**config.mk**
```make
export PLATFORM = sky130hd
export DESIGN_NAME = twl_line_cond
export DESIGN_NICKNAME = d
export VERILOG_FILES = /design/src/rtl/twl_pkg.sv /design/src/rtl/twl_sync.sv /design/src/rtl/twl_glitch_filt.sv /design/src/rtl/twl_evt_det.sv /design/src/rtl/twl_tx_hold.sv /design/src/rtl/twl_line_cond.sv
export SDC_FILE = /design/constraint.sdc
export NUM_CORES = 1
export LEC_CHECK = 0
export BUFFER_PORTS_ARGS = -buffer_cell sky130_fd_sc_hd__buf_2
export CAP_MARGIN = 10
export CORE_ASPECT_RATIO = 1.2
export CORE_MARGIN = 5
export CORE_UTILIZATION = 41
export CTS_CLUSTER_DIAMETER = 50
export DETAILED_ROUTE_END_ITERATION = 6
export HOLD_SLACK_MARGIN = 0.03
export PLACE_DENSITY_LB_ADDON = 0.1
export SYNTH_ARGS = -nofsm -noshare
export SYNTH_HDL_FRONTEND = slang
export SYNTH_SLANG_ARGS = --single-unit
```
**constraint.sdc**
```tcl
create_clock -name clk -period 3.25 [get_ports clk]
set_input_delay 0.1625 -clock clk [delete_from_list [all_inputs] [get_ports clk]]
set_output_delay 0.1625 -clock clk [all_outputs]
set_load 0.01 [all_outputs]
```
**src/rtl/twl_pkg.sv**
```systemverilog
package twl_pkg;

   // Bus events derived from the filtered lines
   typedef struct packed {
      logic start;
      logic stop;
      logic rise;
      logic fall;
   } twl_evt_t;

   // Counter width able to hold the value n
   function automatic int cnt_w(input int n);
      return (n < 1) ? 1 : $clog2(n + 1);
   endfunction

endpackage

```
**src/rtl/twl_sync.sv**
```systemverilog
module twl_sync #(
   parameter int STAGES  = 2,
   parameter bit RST_VAL = 1'b1
) (
   input  logic clk,
   input  logic rst_n,
   input  logic d,
   output logic q
);

   logic [STAGES-1:0] chain;

   always_ff @(posedge clk or negedge rst_n) begin
      if (!rst_n) begin
         chain <= {STAGES{RST_VAL}};
      end else begin
         chain <= {chain[STAGES-2:0], d};
      end
   end

   assign q = chain[STAGES-1];

endmodule

```
**src/rtl/twl_glitch_filt.sv**
```systemverilog
module twl_glitch_filt #(
   parameter int LEN     = 3,
   parameter bit RST_VAL = 1'b1
) (
   input  logic clk,
   input  logic rst_n,
   input  logic d,
   output logic q
);

   generate
      if (LEN == 0) begin : g_bypass
         assign q = d;
      end else begin : g_count
         localparam int CW = twl_pkg::cnt_w(LEN);
         logic [CW-1:0] run;
         logic          q_r;

         // The output takes the new level after LEN differing samples in a row
         always_ff @(posedge clk or negedge rst_n) begin
            if (!rst_n) begin
               run <= '0;
               q_r <= RST_VAL;
            end else if (d == q_r) begin
               run <= '0;
            end else if (run == CW'(LEN - 1)) begin
               run <= '0;
               q_r <= d;
            end else begin
               run <= run + 1'b1;
            end
         end

         assign q = q_r;
      end
   endgenerate

endmodule

```
**src/rtl/twl_evt_det.sv**
```systemverilog
module twl_evt_det (
   input  logic               clk,
   input  logic               rst_n,
   input  logic               scl_f,
   input  logic               sda_f,
   output twl_pkg::twl_evt_t  evt,
   output logic               scl_lvl,
   output logic               sda_lvl,
   output logic               bit_stb,
   output logic               rx_bit,
   output logic               busy
);

   import twl_pkg::*;

   logic     scl_p, sda_p;
   twl_evt_t evt_c, evt_q;
   logic     stb_q, bit_q, busy_q;

   always_comb begin
      evt_c.rise  = scl_f & ~scl_p;
      evt_c.fall  = ~scl_f & scl_p;
      evt_c.start = scl_f & scl_p & sda_p & ~sda_f;
      evt_c.stop  = scl_f & scl_p & ~sda_p & sda_f;
   end

   always_ff @(posedge clk or negedge rst_n) begin
      if (!rst_n) begin
         scl_p  <= 1'b1;
         sda_p  <= 1'b1;
         evt_q  <= '0;
         stb_q  <= 1'b0;
         bit_q  <= 1'b1;
         busy_q <= 1'b0;
      end else begin
         scl_p <= scl_f;
         sda_p <= sda_f;
         evt_q <= evt_c;
         stb_q <= evt_c.rise;
         if (evt_c.rise) begin
            bit_q <= sda_f;
         end
         if (evt_c.start) begin
            busy_q <= 1'b1;
         end else if (evt_c.stop) begin
            busy_q <= 1'b0;
         end
      end
   end

   assign evt     = evt_q;
   assign scl_lvl = scl_p;
   assign sda_lvl = sda_p;
   assign bit_stb = stb_q;
   assign rx_bit  = bit_q;
   assign busy    = busy_q;

endmodule

```
**src/rtl/twl_tx_hold.sv**
```systemverilog
module twl_tx_hold #(
   parameter int HOLD_LEN = 5
) (
   input  logic clk,
   input  logic rst_n,
   input  logic scl_f,
   input  logic req,
   output logic drv
);

   logic scl_d;
   logic drv_q;
   logic fall_c;
   logic win_open;

   assign fall_c = scl_d & ~scl_f;

   generate
      if (HOLD_LEN == 0) begin : g_no_wait
         assign win_open = 1'b1;
      end else begin : g_wait
         localparam int CW = twl_pkg::cnt_w(HOLD_LEN);
         logic [CW-1:0] left;

         always_ff @(posedge clk or negedge rst_n) begin
            if (!rst_n) begin
               left <= '0;
            end else if (fall_c) begin
               left <= CW'(HOLD_LEN);
            end else if (left != '0) begin
               left <= left - 1'b1;
            end
         end

         assign win_open = (left == '0);
      end
   endgenerate

   always_ff @(posedge clk or negedge rst_n) begin
      if (!rst_n) begin
         scl_d <= 1'b1;
         drv_q <= 1'b0;
      end else begin
         scl_d <= scl_f;
         if (!scl_f && !fall_c && win_open) begin
            drv_q <= req;
         end
      end
   end

   assign drv = drv_q;

endmodule

```
**src/rtl/twl_line_cond.sv**
```systemverilog
module twl_line_cond #(
   parameter int SYNC_STAGES = 2,
   parameter int FILT_LEN    = 13,
   parameter int HOLD_LEN    = 75
) (
   input  logic clk,
   input  logic rst_n,
   input  logic scl_in,
   input  logic sda_in,
   input  logic sda_low_req,
   output logic scl_lvl,
   output logic sda_lvl,
   output logic scl_rise,
   output logic scl_fall,
   output logic start_evt,
   output logic stop_evt,
   output logic bit_stb,
   output logic rx_bit,
   output logic busy,
   output logic sda_drive_low
);

   import twl_pkg::*;

   generate
      if (SYNC_STAGES < 2) begin : g_bad_sync
         $error("twl_line_cond: SYNC_STAGES must be at least 2");
      end
      if (FILT_LEN < 0) begin : g_bad_filt
         $error("twl_line_cond: FILT_LEN must not be negative");
      end
      if (HOLD_LEN < 0) begin : g_bad_hold
         $error("twl_line_cond: HOLD_LEN must not be negative");
      end
   endgenerate

   logic [1:0] raw_w, sync_w, filt_w;
   twl_evt_t   evt;

   assign raw_w = {scl_in, sda_in};

   // Index 1 carries the clock line, index 0 the data line
   generate
      for (genvar i = 0; i < 2; i++) begin : g_line
         twl_sync #(
            .STAGES  (SYNC_STAGES),
            .RST_VAL (1'b1)
         ) u_sync (
            .clk   (clk),
            .rst_n (rst_n),
            .d     (raw_w[i]),
            .q     (sync_w[i])
         );

         twl_glitch_filt #(
            .LEN     (FILT_LEN),
            .RST_VAL (1'b1)
         ) u_filt (
            .clk   (clk),
            .rst_n (rst_n),
            .d     (sync_w[i]),
            .q     (filt_w[i])
         );
      end
   endgenerate

   twl_evt_det u_evt (
      .clk     (clk),
      .rst_n   (rst_n),
      .scl_f   (filt_w[1]),
      .sda_f   (filt_w[0]),
      .evt     (evt),
      .scl_lvl (scl_lvl),
      .sda_lvl (sda_lvl),
      .bit_stb (bit_stb),
      .rx_bit  (rx_bit),
      .busy    (busy)
   );

   twl_tx_hold #(
      .HOLD_LEN (HOLD_LEN)
   ) u_tx (
      .clk   (clk),
      .rst_n (rst_n),
      .scl_f (filt_w[1]),
      .req   (sda_low_req),
      .drv   (sda_drive_low)
   );

   assign scl_rise  = evt.rise;
   assign scl_fall  = evt.fall;
   assign start_evt = evt.start;
   assign stop_evt  = evt.stop;

endmodule

```
==> results of run 1 <==
==> cell usage after synthesis, drive strengths merged <==
cell type,n,share of area [%]
a21oi,10,3.9
or3,2,0.98
nor2,3,0.88
a2111o,1,0.88
nand3,3,1.2
nor2b,3,1.5
nand2,5,1.5
nor3,2,0.79
dfrtp,21,41
and2,1,0.49
nand2b,2,0.98
o21bai,1,0.59
or3b,1,0.69
buf,2,0.98
or4,3,2.1
dfstp,9,19
a2111oi,1,0.69
xnor2,2,1.4
o211ai,2,1.2
mux2,4,3.5
inv,11,3.2
a211o,2,1.4
mux2i,1,0.79
nor3b,5,3.0
o21ai,4,1.6
ha,5,4.9
nor4,1,0.49
o31ai,1,0.59
==> where the power goes <==
part           switching, mW  total, mW  internal, mW
combinational          0.109      0.209         0.100
sequential            0.0628      0.495         0.432
clock                  0.117      0.203        0.0861
total                  0.288      0.907         0.618
==> flip-flops by register name, indices dropped and copies added, names as in the netlist <==
signal,count
u_evt.evt,4
u_evt.sda_lvl,1
g_line.u_filt.g_count.run,8
u_evt.rx_bit,1
u_tx.scl_d,1
u_evt.busy,1
u_tx.drv,1
g_line.u_sync.chain,4
g_line.u_filt.q,2
u_tx.g_wait.left,7
==> stage by stage <==
step                      instances  hold WS [ns]  utilization (%)  instance area [µm²]
final                           167        0.0779             48.0                 1450
after global routing            167        0.0514             48.0                 1450
after CTS                       167        0.0601             48.0                 1450
after detailed placement        156         0.235             45.4                 1380
after global placement          156         0.225             45.4                 1380
after floorplan                 108        -0.133                -                 1270
==> final cells by class <==
cell class                 instances  area share [%]
sequential                        30            52.4
multi-input combinational         65            31.4
timing repair buffer              17            6.88
clock buffer                       8            3.36
tap                               36            3.10
inverter                          11            2.84
==> cells by family (layout without fill, tap and decap cells) <==
kind of cell / after synthesis / in the layout / synth area share, %
AND/OR/NAND/NOR: 31 / 31 / 14.5
multiplexers: 5 / 5 / 4.33
buffers and inverters: 13 / 36 / 4.23
AO/OA/AOI/OAI: 22 / 22 / 10.8
flip-flops: 30 / 30 / 59.9
adder cells (fa/ha/maj): 5 / 5 / 4.92
XOR/XNOR: 2 / 2 / 1.38
==> repair_timing <==
item,4_1_cts,5_1_grt
setup endpoints to repair,0,0
endpoints found under the hold margin,23,0
hold buffers,3,0
gates resized for setup,0,0
==> worst min-delay path by stage <==
stage,start,end,slack (ns)
floorplan,rst_n,g_line[0].u_filt.g_count.run[0],-0.13
global placement,rst_n,g_line[1].u_filt.g_count.run[2],0.22
detailed placement,rst_n,g_line[1].u_filt.g_count.run[3],0.24
CTS,sda_low_req,u_tx.drv,0.06
global route,sda_low_req,u_tx.drv,0.05
finish,sda_low_req,u_tx.drv,0.08
==> routing by layer <==
metal	GRT usage, %	share of wire [%]	vias up
met3	5.66	7.6	8
met5	0	0	-
li1	-	-	421
met4	7.23	3.1	0
met2	17.2	47	29
met1	13.3	43	421
==> flow_summary.rst, run 1 <==
.. list-table::
   :header-rows: 1

   * - Metric
     - Value
   * - Final setup violation count
     - 0
   * - Number of diodes
     - 0
   * - Full die area
     - 0.00432 mm²
   * - Number of antenna violations at the first check in global routing
     - 0
   * - Final critical path time including I/O delays and setup
     - 1.91 ns
   * - Power density over the cells
     - 624 mW/mm²
   * - Overall power of the completed layout
     - 0.907 mW
   * - Cells along the critical path
     - inv_1, ha_1, or3b_1, nor4_1, mux2_2
   * - Weighted congestion at the end of routability-driven global placement
     - 0.822
   * - Data arrival, critical path
     - 2.12 ns
   * - Wire length of the first global-routing pass
     - 3710 µm
   * - Number of buffers on the longest clock path
     - 2
   * - Placement-stage worst setup slack
     - 1.34 ns
   * - Violation count after the first detailed-route iteration
     - 22
   * - Hold path depth
     - 2
   * - Final global-route overflow total
     - 0
   * - Pin count of the biggest net entering global routing
     - 31
   * - Endpoint of the worst-slack reg-to-reg timing path
     - u_tx.drv
   * - Sequential cell area
     - 762 µm²
   * - DRT Wirelength
     - 2160 µm
   * - Clk sink count
     - 30
   * - Cell Area, Synth
     - 0.00127 mm²
   * - Fraction of layout instances using a drive strength above 1
     - 25.2%
   * - Count of buffering cells on the critical path with inverters included
     - 1
   * - Number of global-route vias before repair
     - 870
   * - Sort of element at the start of the critical path
     - flip-flop
   * - Slack of the worst reg-to-reg path
     - 1.34 ns
   * - Cell depth of the worst setup path
     - 5
   * - CTS tree
     - built
   * - Worst Setup Slack, final
     - 1.34 ns
   * - Number of nets with antenna violations after detailed routing
     - 0
   * - Final nets
     - 140
   * - Post-Syn Instances
     - 108
   * - CTS Root Buffer Type
     - sky130_fd_sc_hd__clkbuf_4
   * - Run status
     - complete, no violations
   * - Final total negative setup slack
     - 0 ns
   * - Highest ir drop seen on vdd
     - 0.000399 V
   * - Skew-Pair Late Insertion Delay
     - 0.32 ns
   * - Largest clock skew in the final design
     - 0.00975 ns
   * - I/O pin count
     - 15
   * - # port buffers
     - 14
   * - Effective utilization at floorplan
     - 42.0%
   * - Count of TritonRoute iterations in the first routing pass
     - 4
   * - Yosys reg bits
     - 30
   * - Capturing element of the worst setup path
     - u_tx.drv
   * - CORE AREA
     - 0.00303 mm²
   * - Detailed-route via count
     - 879
   * - Unrepaired setup endpoints after global routing
     - false
   * - Critical path's largest stage delay
     - 0.45 ns
   * - Worst setup startpoint
     - u_tx.g_wait.left[0]
   * - Routed wire length per instance
     - 12.9 µm
   * - Static leakage power
     - 0.664 nW
   * - Distinct cell type count of the synthesized netlist
     - 30
   * - H-tree level count
     - 2
   * - Standard cell with the maximum stage delay on the critical path
     - sky130_fd_sc_hd__or3b_1
   * - Worst flop-to-flop path startpoint
     - u_tx.g_wait.left[0]
   * - Die span in y
     - 71.0 µm
   * - Max Clock Freq
     - 0.523 GHz
   * - Class of the most critical setup path
     - reg -> reg
   * - Number of setup buffers added after CTS
     - 0
   * - Post-route DRC
     - 0
   * - Area taken by multi-input logic gates
     - 457 µm²
   * - Via count normalized by instance count
     - 5.26
   * - Portion of the post-synthesis area used by sequential elements
     - 59.9%
   * - Required time of the critical path
     - 3.46 ns
   * - Most frequent cells in the layout
     - sky130_fd_sc_hd__dfrtp_1, sky130_fd_sc_hd__buf_2, sky130_fd_sc_hd__inv_1
   * - Max-slew violations
     - 0
   * - Crit path max fanout
     - 6
   * - Kind of capture point of the worst setup path
     - flip-flop
   * - YS warnings
     - 0
   * - Area growth from synthesis to layout
     - 14.3%
   * - Hold crit path type
     - in -> reg
   * - Critical path's top delay family
     - simple AND/OR/NAND/NOR gates
   * - Mean area per synthesized cell
     - 11.8 µm²
   * - Net count of the mapped netlist
     - 118
   * - Depth of the worst register-to-register path
     - 5
   * - Max-slew headroom
     - 56.9%
   * - CTS clock-pin slew for the worst setup and hold paths
     - 0.08 ns
   * - Number of cell rows
     - 22
   * - Detailed placer's ending HPWL
     - 1530 µm
   * - Gr usage total
     - 11.7%
   * - Number of maximum-capacitance violations
     - 0
   * - Final critical-path share of the clock period
     - 58.9%
   * - Worst-Margin Slew
     - 0.646 ns
   * - Hold violation total from the final report
     - 0
   * - Die W
     - 60.9 µm
   * - Number of buffers created by CTS
     - 5
   * - Filler Cell Count
     - 295
   * - Most common library cell in the layout ignoring fill and taps
     - sky130_fd_sc_hd__dfrtp_1
Note: power is estimated with default switching activity, not from simulation.
==> run 2: changes to the inputs <==
Clock period 3.25 ns to 1.6 ns, I/O delays scaled along.
==> flow_summary.rst, run 2 (same netlist as run 1, synthesis figures left out) <==
.. list-table::
   :header-rows: 1

   * - Metric
     - Value
   * - Critical path's top delay family
     - simple AND/OR/NAND/NOR gates
   * - Placement-stage cell area
     - 0.00146 mm²
   * - Effective utilization at floorplan
     - 42.0%
   * - I/O pin count
     - 15
   * - Overall power of the completed layout
     - 2.34 mW
   * - Gate power share
     - 33.3%
   * - Via count normalized by instance count
     - 5.11
   * - Standard cell with the maximum stage delay on the critical path
     - sky130_fd_sc_hd__or3b_4
   * - # port buffers
     - 14
   * - Met1 WL
     - 1030 µm
   * - Number of diodes
     - 0
   * - Met3 WL post-DR
     - 106 µm
   * - Most common library cell in the layout ignoring fill and taps
     - sky130_fd_sc_hd__dfrtp_1
   * - Detailed-route via count
     - 920
   * - Class of the most critical setup path
     - reg -> reg
   * - Top Metal Used
     - met4
   * - Max reg flops
     - 8
   * - Full die area
     - 0.00432 mm²
   * - Number of buffers created by CTS
     - 5
   * - Required time of the critical path
     - 1.81 ns
   * - Max-slew headroom
     - 58.1%
   * - Static leakage power
     - 0.747 nW
   * - CORE AREA
     - 0.00303 mm²
   * - Final critical-path share of the clock period
     - 100%
   * - Hold_ws
     - 0.309 ns
   * - Final critical path time including I/O delays and setup
     - 1.60 ns
   * - Number of cell rows
     - 22
   * - DRT Wirelength
     - 2290 µm
   * - Max-slew violations
     - 0
   * - Data arrival, critical path
     - 1.81 ns
   * - Clk sink count
     - 30
   * - Net switching power
     - 0.705 mW
   * - Hold violation total from the final report
     - 0
   * - CTS Root Buffer Type
     - sky130_fd_sc_hd__clkbuf_4
   * - Switching share of power
     - 30.2%
   * - CTS clock-pin slew for the worst setup and hold paths
     - 0.09 ns
   * - Final global-route overflow total
     - 0
   * - Critical path's largest stage delay
     - 0.40 ns
   * - Fraction of layout instances using a drive strength above 1
     - 36.8%
   * - Top register by number of flip-flops
     - g_line.u_filt.g_count.run
   * - Area growth from synthesis to layout
     - 28.7%
   * - Violation count after the first detailed-route iteration
     - 24
   * - Crit path max fanout
     - 4
   * - Regs by FF count
     - g_line.u_filt.g_count.run x8, u_tx.g_wait.left x7
   * - Gr usage total
     - 12.7%
   * - Slack of the worst reg-to-reg path
     - -0.001 ns
   * - Worst-Margin Slew
     - 0.628 ns
   * - Detailed placer's ending HPWL
     - 1640 µm
   * - Number of buffers on the longest clock path
     - 2
   * - Finished Core Util
     - 54.1%
   * - Failing checks
     - negative setup slack
   * - Cells along the critical path
     - inv_1, ha_4, or3b_4, nor4_4, mux2_4
   * - Worst setup startpoint
     - u_tx.g_wait.left[1]
   * - Routed wire length per instance
     - 12.7 µm
   * - Share of total power in the clock network
     - 24.9%
   * - Number of maximum-capacitance violations
     - 0
   * - Count of buffering cells on the critical path with inverters included
     - 1
   * - Unrepaired setup endpoints after global routing
     - true
   * - Worst flop-to-flop path startpoint
     - u_tx.g_wait.left[1]
   * - Post-route DRC
     - 0
   * - Weighted congestion at the end of routability-driven global placement
     - 0.767
   * - Number of nets with antenna violations after detailed routing
     - 0
   * - Die span in y
     - 71.0 µm
   * - Power density over the cells
     - 1430 mW/mm²
   * - Final standard cell area without fillers
     - 0.00164 mm²
   * - Max Clock Freq
     - 0.625 GHz
   * - CTS tree
     - built
   * - Routed length on met2
     - 1120 µm
   * - Final setup violation count
     - 1
   * - Power Internal
     - 1.63 mW
   * - Register share of total power
     - 41.8%
   * - H-tree level count
     - 2
   * - Wire length of the first global-routing pass
     - 4150 µm
   * - Pin count of the biggest net entering global routing
     - 31
   * - Sort of element at the start of the critical path
     - flip-flop
   * - Number of global-route vias before repair
     - 952
   * - Number of antenna violations at the first check in global routing
     - 0
   * - Highest ir drop seen on vdd
     - 0.000820 V
   * - Final nets
     - 153
   * - Hold crit path type
     - in -> async
   * - Largest clock skew in the final design
     - 0.00657 ns
   * - Most frequent cells in the layout
     - sky130_fd_sc_hd__dfrtp_1, sky130_fd_sc_hd__buf_2, sky130_fd_sc_hd__buf_4
   * - Count of TritonRoute iterations in the first routing pass
     - 4
   * - Skew-Pair Late Insertion Delay
     - 0.32 ns
   * - Die W
     - 60.9 µm
   * - Run status
     - finished with violations
   * - Worst Setup Slack, final
     - -0.00113 ns
   * - Kind of capture point of the worst setup path
     - flip-flop
run 2: cell type report:
cell class	instances	area, µm²
Clock buffer	6	41.3
Clock inverter	2	37.5
Fill cell	275	1390
Inverter	11	41.3
Multi-Input combinational cell	65	510
Sequential cell	30	762
Tap cell	36	45.0
Timing Repair Buffer	30	200
run 2: final timing paths:
path                                             end  depth (start not counted)
setup / recovery                            u_tx.drv                          5
hold / removal                   u_tx.g_wait.left[2]                          2
setup reg to reg                            u_tx.drv                          5
hold reg to reg            g_line[1].u_sync.chain[1]                          0
max in group asynchronous               u_evt.evt[2]                          2
min in group clk           g_line[1].u_sync.chain[1]                          0
run 2: per-stage QoR:
stage / TNS [ns] / setup slack [ns] / instances
after floorplan: -0.113 / -0.108 / 108
after global placement: -0.0629 / -0.0493 / 166
after detailed placement: -0.146 / -0.0823 / 166
after CTS: -0.0131 / -0.0131 / 179
after global routing: -0.0835 / -0.0672 / 180
final: -0.00113 / -0.00113 / 180
run 2: metal layers:
layer,track usage (%),up-vias
li1,-,448
met1,16.1,451
met2,19.1,16
met3,4.93,5
met4,5.54,0
met5,0,-
run 2: timing repair:
action,4_1_cts,5_1_grt
resized for setup,7,2
hold buffers,4,0
endpoints found under the setup margin,4,5
pin swaps,2,3
hold endpoints to repair,24,0
setup buffers,1,1
run 2: power groups by stage:
stage                     Clock (mW)  Combinational [mW]  Sequential [mW]
after floorplan                    0               0.343            0.991
after global placement             0               0.631            0.974
after detailed placement           0               0.642            0.979
after CTS                      0.606               0.739            0.972
after global routing           0.645               0.862            0.993
final                          0.581               0.778            0.977
